$ cat src/rtl/irqc_pkg.sv
// Package: shared bit positions of the interrupt control register.
// Assumes three sources, indexed so that enable = flag index + EN_BASE.
package irqc_pkg;
    localparam int REG_W    = 8;
    localparam int N_SRC    = 3;
    localparam int SRC_PORT = 0;
    localparam int SRC_EXT  = 1;
    localparam int SRC_TMR  = 2;
    localparam int EN_BASE  = 3;
    localparam int GE_BIT   = 7;
endpackage

$ cat src/rtl/irqc_edge_detect.sv
// Synchronizes an asynchronous pin through SYNC_STAGES flops and flags the
// edge picked by rise_sel_i. Assumes SYNC_STAGES >= 2.
module irqc_edge_detect #(
    parameter int SYNC_STAGES = 2
) (
    input  logic clk,
    input  logic rst_n,
    input  logic pin_i,
    input  logic rise_sel_i,
    output logic edge_o
);
    logic [SYNC_STAGES-1:0] sync_q;
    logic                   prev_q;

    // Shift the pin through the synchronizer and remember the last stable value.
    always_ff @(posedge clk) begin
        if (!rst_n) begin
            sync_q <= '0;
            prev_q <= 1'b0;
        end else begin
            sync_q <= {sync_q[SYNC_STAGES-2:0], pin_i};
            prev_q <= sync_q[SYNC_STAGES-1];
        end
    end

    // Choose the rising or falling transition of the synchronized pin.
    always_comb begin
        if (rise_sel_i) edge_o = sync_q[SYNC_STAGES-1] & ~prev_q;
        else            edge_o = ~sync_q[SYNC_STAGES-1] & prev_q;
    end
endmodule

$ cat src/rtl/irqc_port_watch.sv
// Compares the watched port bits with a snapshot taken on each port read.
// A mismatch in the read cycle is dropped, because the snapshot absorbs it.
module irqc_port_watch #(
    parameter int PORT_W = 4
) (
    input  logic              clk,
    input  logic              rst_n,
    input  logic [PORT_W-1:0] port_i,
    input  logic              rd_i,
    output logic              change_o
);
    logic [PORT_W-1:0] snap_q;

    // Capture the port value whenever the core reads it.
    always_ff @(posedge clk) begin
        if (!rst_n)    snap_q <= '0;
        else if (rd_i) snap_q <= port_i;
    end

    // Report a mismatch outside the read cycle.
    always_comb change_o = (port_i != snap_q) && !rd_i;
endmodule

$ cat src/rtl/irqc_ret_stack.sv
// Circular return-address stack. Assumes DEPTH is a power of two and that
// push and pop are never requested in the same cycle.
module irqc_ret_stack #(
    parameter int PC_W  = 13,
    parameter int DEPTH = 8
) (
    input  logic            clk,
    input  logic            rst_n,
    input  logic            push_i,
    input  logic [PC_W-1:0] push_pc_i,
    input  logic            pop_i,
    output logic [PC_W-1:0] top_o
);
    localparam int PTR_W = $clog2(DEPTH);

    logic [PC_W-1:0]  mem_q [DEPTH];
    logic [PTR_W-1:0] sp_q;
    logic [PTR_W-1:0] top_idx;

    // Advance or retreat the pointer; it wraps on overflow and underflow.
    always_ff @(posedge clk) begin
        if (!rst_n)      sp_q <= '0;
        else if (push_i) sp_q <= sp_q + PTR_W'(1);
        else if (pop_i)  sp_q <= sp_q - PTR_W'(1);
    end

    // Store the pushed address in the slot the pointer names.
    always_ff @(posedge clk) begin
        if (push_i) mem_q[sp_q] <= push_pc_i;
    end

    // The newest entry sits one below the pointer.
    always_comb begin
        top_idx = sp_q - PTR_W'(1);
        top_o   = mem_q[top_idx];
    end
endmodule

$ cat src/rtl/irq_flag_ctrl.sv
// Top-level interrupt controller: sticky flags, enables, global gating,
// the wake request and the return-address stack. Assumes take_i and retfie_i
// are exclusive and port_hi_i is synchronous to clk.
module irq_flag_ctrl
    import irqc_pkg::*;
#(
    parameter int PC_W        = 13,
    parameter int STACK_DEPTH = 8,
    parameter int SYNC_STAGES = 2,
    parameter int PORT_W      = 4
) (
    input  logic              clk,
    input  logic              rst_n,
    input  logic              ext_pin_i,
    input  logic              ext_rise_sel_i,
    input  logic              tmr_ovf_i,
    input  logic [PORT_W-1:0] port_hi_i,
    input  logic              port_rd_i,
    input  logic              reg_wr_i,
    input  logic [REG_W-1:0]  reg_wdata_i,
    output logic [REG_W-1:0]  reg_rdata_o,
    input  logic              sleep_i,
    output logic              wake_o,
    output logic              irq_o,
    input  logic              take_i,
    input  logic [PC_W-1:0]   pc_i,
    input  logic              retfie_i,
    output logic [PC_W-1:0]   ret_pc_o
);
    logic             ge_q;
    logic [N_SRC-1:0] en_q;
    logic [N_SRC-1:0] flg_q;
    logic [N_SRC-1:0] src_set;
    logic             ext_evt;
    logic             port_evt;
    logic             pending;

    irqc_edge_detect #(.SYNC_STAGES(SYNC_STAGES)) edge_i (
        .clk        (clk),
        .rst_n      (rst_n),
        .pin_i      (ext_pin_i),
        .rise_sel_i (ext_rise_sel_i),
        .edge_o     (ext_evt)
    );

    irqc_port_watch #(.PORT_W(PORT_W)) port_i (
        .clk      (clk),
        .rst_n    (rst_n),
        .port_i   (port_hi_i),
        .rd_i     (port_rd_i),
        .change_o (port_evt)
    );

    irqc_ret_stack #(.PC_W(PC_W), .DEPTH(STACK_DEPTH)) stack_i (
        .clk       (clk),
        .rst_n     (rst_n),
        .push_i    (take_i),
        .push_pc_i (pc_i),
        .pop_i     (retfie_i),
        .top_o     (ret_pc_o)
    );

    // Gather the per-source set pulses in flag order.
    always_comb begin
        src_set           = '0;
        src_set[SRC_PORT] = port_evt;
        src_set[SRC_EXT]  = ext_evt;
        src_set[SRC_TMR]  = tmr_ovf_i;
    end

    // One sticky flag and one enable per source; a hardware set beats a write.
    for (genvar s = 0; s < N_SRC; s++) begin : g_src
        always_ff @(posedge clk) begin
            if (!rst_n) begin
                flg_q[s] <= 1'b0;
                en_q[s]  <= 1'b0;
            end else begin
                if (src_set[s])    flg_q[s] <= 1'b1;
                else if (reg_wr_i) flg_q[s] <= reg_wdata_i[s];
                if (reg_wr_i)      en_q[s]  <= reg_wdata_i[EN_BASE+s];
            end
        end
    end

    // Global enable: cleared on interrupt entry, set on return, else written.
    always_ff @(posedge clk) begin
        if (!rst_n)        ge_q <= 1'b0;
        else if (take_i)   ge_q <= 1'b0;
        else if (retfie_i) ge_q <= 1'b1;
        else if (reg_wr_i) ge_q <= reg_wdata_i[GE_BIT];
    end

    // Request outputs and register read-back.
    always_comb begin
        pending     = |(flg_q & en_q);
        irq_o       = ge_q & pending;
        wake_o      = sleep_i & pending;
        reg_rdata_o = {ge_q, 1'b0, en_q, flg_q};
    end
endmodule

$ cat config.mk
export PLATFORM = sky130hd
export DESIGN_NAME = irq_flag_ctrl
export DESIGN_NICKNAME = d
export VERILOG_FILES = /design/src/rtl/irqc_pkg.sv /design/src/rtl/irqc_edge_detect.sv /design/src/rtl/irqc_port_watch.sv /design/src/rtl/irqc_ret_stack.sv /design/src/rtl/irq_flag_ctrl.sv
export SDC_FILE = /design/constraint.sdc
export NUM_CORES = 1
export LEC_CHECK = 0
export ABC_AREA = 1
export CAP_MARGIN = 5
export CORE_ASPECT_RATIO = 0.5
export CORE_MARGIN = 1
export CORE_UTILIZATION = 62
export DETAILED_ROUTE_END_ITERATION = 10
export DONT_BUFFER_PORTS = 1
export PLACE_DENSITY = 0.81
export SETUP_SLACK_MARGIN = 0.05
export SLEW_MARGIN = 5
export SYNTH_ARGS = -nofsm -noshare
export SYNTH_HDL_FRONTEND = slang
export SYNTH_HIERARCHICAL = 1
export SYNTH_SLANG_ARGS = --single-unit
$ cat constraint.sdc
create_clock -name clk -period 3.2 [get_ports clk]
set_input_delay 0.32 -clock clk [delete_from_list [all_inputs] [get_ports clk]]
set_output_delay 0.32 -clock clk [all_outputs]
set_load 0.02 [all_outputs]
==> impl_metrics.env <==
export IMPL_run_status="finished clean"
export IMPL_drc=0
export IMPL_crit_required_ns=2.88
export IMPL_setup_repair_after_global_routing_missed_its_margin="no"
export IMPL_fin_cells=749
export IMPL_mappedNetlistNets=637
export IMPL_grt_usage_pct=27.9
export IMPL_slew_violations=0
export IMPL_timing_hold_violations_final=0
export IMPL_max_slew_margin_pct=50.6
export IMPL_clock_skew_ns=0.00922
export IMPL_antenna_violations_before_repair=0
export IMPL_viasPerCell=5.17
export IMPL_seq_area_frac_synth_pct=63.2
export IMPL_finalNetCount=663
export IMPL_routed_wl_met2_um=5410
export IMPL_cts_inserted_buffers=17
export IMPL_clk_transition_reported_paths_ns=0.05
export IMPL_ant_nets=0
export IMPL_placedCellCount=703
export IMPL_met1_length_um=4760
export IMPL_drive_above_1_share_pct=6.91
export IMPL_post_cts_repair_timing_setup_buffer_count=0
export IMPL_worstSetupPathType="reg2out"
export IMPL_r2r_worst_path_cells=5
export IMPL_detail_route_iter0_violations=392
export IMPL_routedWlPerCell_um=15.3
export IMPL_grt_start_max_net_pins=56
export IMPL_final_setup_viol_count=0
export IMPL_n_antenna_cell=0
export IMPL_initial_utilization_pct=66.1
export IMPL_synth_seq_cells=121
export IMPL_io_buffers=0
export IMPL_reg2reg_from="stack_i/sp_q[0]"
export IMPL_ff_latch_area_um2=3460
export IMPL_synth_top_area_cell="sky130_fd_sc_hd__edfxtp_1"
export IMPL_worst_setup_path_end_kind="output pin"
export IMPL_leakagePower_nw=2.98
export IMPL_cpMaxStageDelayCell="sky130_fd_sc_hd__xnor2_2"
export IMPL_grt_pass1_vias=3724
export IMPL_first_pass_grt_wire_length_um=18100
export IMPL_path_max_fanout=13
export IMPL_top_layer_used="met4"
export IMPL_synthArstFlopShare_pct=0
export IMPL_post_synth_most_frequent_cells="sky130_fd_sc_hd__nand2_1 (207), sky130_fd_sc_hd__inv_1 (134), sky130_fd_sc_hd__edfxtp_1 (104), sky130_fd_sc_hd__nand3_1 (57), sky130_fd_sc_hd__nor2_1 (33)"
export IMPL_clock_insertion_delay_worst_skew_ns=0.41
export IMPL_nFillCells=500
export IMPL_area_taken_by_multi_input_logic_gates_um2=1330
export IMPL_core_um2=8290
export IMPL_post_dp_hpwl_um=6450
export IMPL_overflow=0
export IMPL_die_x_um=135
export IMPL_die_y_extent_um=68.5
export IMPL_worst_path_dominant_cell_family="buffers and inverters"
export IMPL_worstPathBufferInverterCount=3
export IMPL_ys_dominant_reg_cell="sky130_fd_sc_hd__edfxtp_1"
export IMPL_netlist_area_leader_share_pct=57.0
export IMPL_met3_wirelength_um=1170
export IMPL_max_slew_worst_pin_slew_ns=0.738
export IMPL_drt_first_pass_iters=6
export IMPL_max_stage_delay_ns=0.47
export IMPL_post_synth_main_area_contributors="sky130_fd_sc_hd__edfxtp_1 (57%), sky130_fd_sc_hd__nand2_1 (14%), sky130_fd_sc_hd__inv_1 (9.2%), sky130_fd_sc_hd__dfxtp_1 (6.2%), sky130_fd_sc_hd__nand3_1 (5.2%)"
export IMPL_cts_sinks=121
export IMPL_timing_critical_path_cells="inv_1, ha_1, xnor2_2, buf_4, inv_2, nand2_1, nand2_1"
export IMPL_hold_path_startpoint="rst_n"
export IMPL_clock_tree_buffer_depth=2
export IMPL_route_final_wire_length_um=11500
export IMPL_setup_tns_ns=0
export IMPL_layout_worst_path_cycle_share_pct=81.9
export IMPL_power_ir_vdd_worst_v=0.000483
export IMPL_critPathLaunchType="flop"
export IMPL_syn_cell_area_um2=5480
export IMPL_synth_enable_flop_cells=104
export IMPL_placed_area_um2=5550
export IMPL_tritoncts="done"
export IMPL_whs_path_depth=2
export IMPL_power_per_cell_area_nw_per_um2=667
export IMPL_max_clock_freq_ghz=0.381
export IMPL_crit_cells=7
export IMPL_io_pins=58
export IMPL_cts_htree_levels=4
export IMPL_full_die_area_um2=9240
export IMPL_root_buffer="sky130_fd_sc_hd__clkbuf_16"
export IMPL_yosysWarningCount=6
export IMPL_areaGrowthSynthToFinish_pct=14.6
export IMPL_postSynthAreaPerCell_um2=9.13
export IMPL_placement_rows=23
export IMPL_gp_routability_congestion=0.752
export IMPL_crit_top_cell="sky130_fd_sc_hd__nand2_1"
export IMPL_period_minus_ws_final_ns=2.62
export IMPL_post_synth_top_count_cell="sky130_fd_sc_hd__nand2_1"
export IMPL_post_cts_resize_count=0
export IMPL_min_delay_path_class="in2reg"
export IMPL_arrival_ns=2.30
export IMPL_timing_max_cap_violations=0
export IMPL_via_count=3873
export IMPL_netlist_cell_type_count=18
export IMPL_worst_setup_path_startpoint="stack_i/sp_q[1]"
export IMPL_netlist_instances=600
export IMPL_final_area_um2=6280
repair_timing:
item / in CTS / in global routing
setup endpoints to repair: 0 / 0
endpoints found under the hold margin: 109 / 0
hold buffers: 16 / 0
stage by stage:
step	power, W	utilization (%)	worst slack (ns)	hold WS, ns
floorplan	0.00225	-	1.08	0.386
global placement	0.00233	67.0	0.968	0.388
detailed placement	0.00234	67.0	0.945	0.410
CTS	0.00420	75.8	0.563	0.00216
global route	0.00434	75.8	0.444	0.0145
finish	0.00419	75.8	0.578	0.0195
routing by layer:
metal | track usage (%) | up-vias
li1 | - | 1890
met1 | 34.9 | 1770
met2 | 45.2 | 201
met3 | 9.41 | 12
met4 | 12.9 | 0
met5 | 0 | -
where the power goes:
part           total (W)  internal [W]  switching (W)
Clock            0.00183       0.00120       0.000626
Combinational   0.000556      0.000147       0.000409
Sequential       0.00181       0.00178      0.0000300
Total            0.00419       0.00312        0.00106
cells in the final DEF (no fill, tap or decap):
master	count
sky130_fd_sc_hd__nand2_1	207
sky130_fd_sc_hd__inv_1	134
sky130_fd_sc_hd__edfxtp_1	104
sky130_fd_sc_hd__nand3_1	57
sky130_fd_sc_hd__nor2_1	33
sky130_fd_sc_hd__clkbuf_16	17
sky130_fd_sc_hd__dlygate4sd3_1	16
sky130_fd_sc_hd__dfxtp_1	16
sky130_fd_sc_hd__buf_4	14
sky130_fd_sc_hd__o21ai_0	7
sky130_fd_sc_hd__a21oi_1	7
sky130_fd_sc_hd__inv_2	4
sky130_fd_sc_hd__clkinv_1	4
sky130_fd_sc_hd__bufinv_16	3
sky130_fd_sc_hd__clkbuf_1	3
sky130_fd_sc_hd__clkinvlp_4	2
sky130_fd_sc_hd__ha_1	2
sky130_fd_sc_hd__or2_0	1
sky130_fd_sc_hd__conb_1	1
sky130_fd_sc_hd__clkinv_4	1
sky130_fd_sc_hd__nand3_2	1
sky130_fd_sc_hd__xnor2_2	1
sky130_fd_sc_hd__o21a_1	1
sky130_fd_sc_hd__dfxtp_2	1
state kept, by name, summed over array words and instances (netlist names):
signal	count
stack_i/mem_q	104
reg_rdata_o	6
port_i/snap_q	4
stack_i/sp_q	3
edge_i/sync_q	2
edge_i/prev_q	1
ge_q	1
worst paths after layout:
check / end / slack (ns)
max reg2reg: stack_i/mem_q[0][6] / 0.82
max: ret_pc_o[1] / 0.58
min: edge_i/sync_q[1] / 0.02
min reg2reg: edge_i/sync_q[1] / 0.41
cell families (layout without fill, tap and decap cells):
group / count (synthesis) / after routing / share of synthesized area (%)
DFF: 121 / 121 / 63.2
buffers and inverters: 161 / 198 / 12.6
xor gates and xnor gates: 1 / 1 / 0.297
other: 1 / 1 / 0.0684
and+or+nand+nor: 299 / 299 / 21.9
adders and majority gates: 2 / 2 / 0.457
AOI/OAI and AO/OA: 15 / 15 / 1.42
layout make-up:
cell class,count,area share [%]
clock inverter,10,2.05
tap,112,2.23
clock buffer,20,6.95
multi-input combinational,318,21.1
timing repair buffer,30,4.22
sequential,121,55.2
inverter,138,8.25
Power figures use the tool's default switching activity.
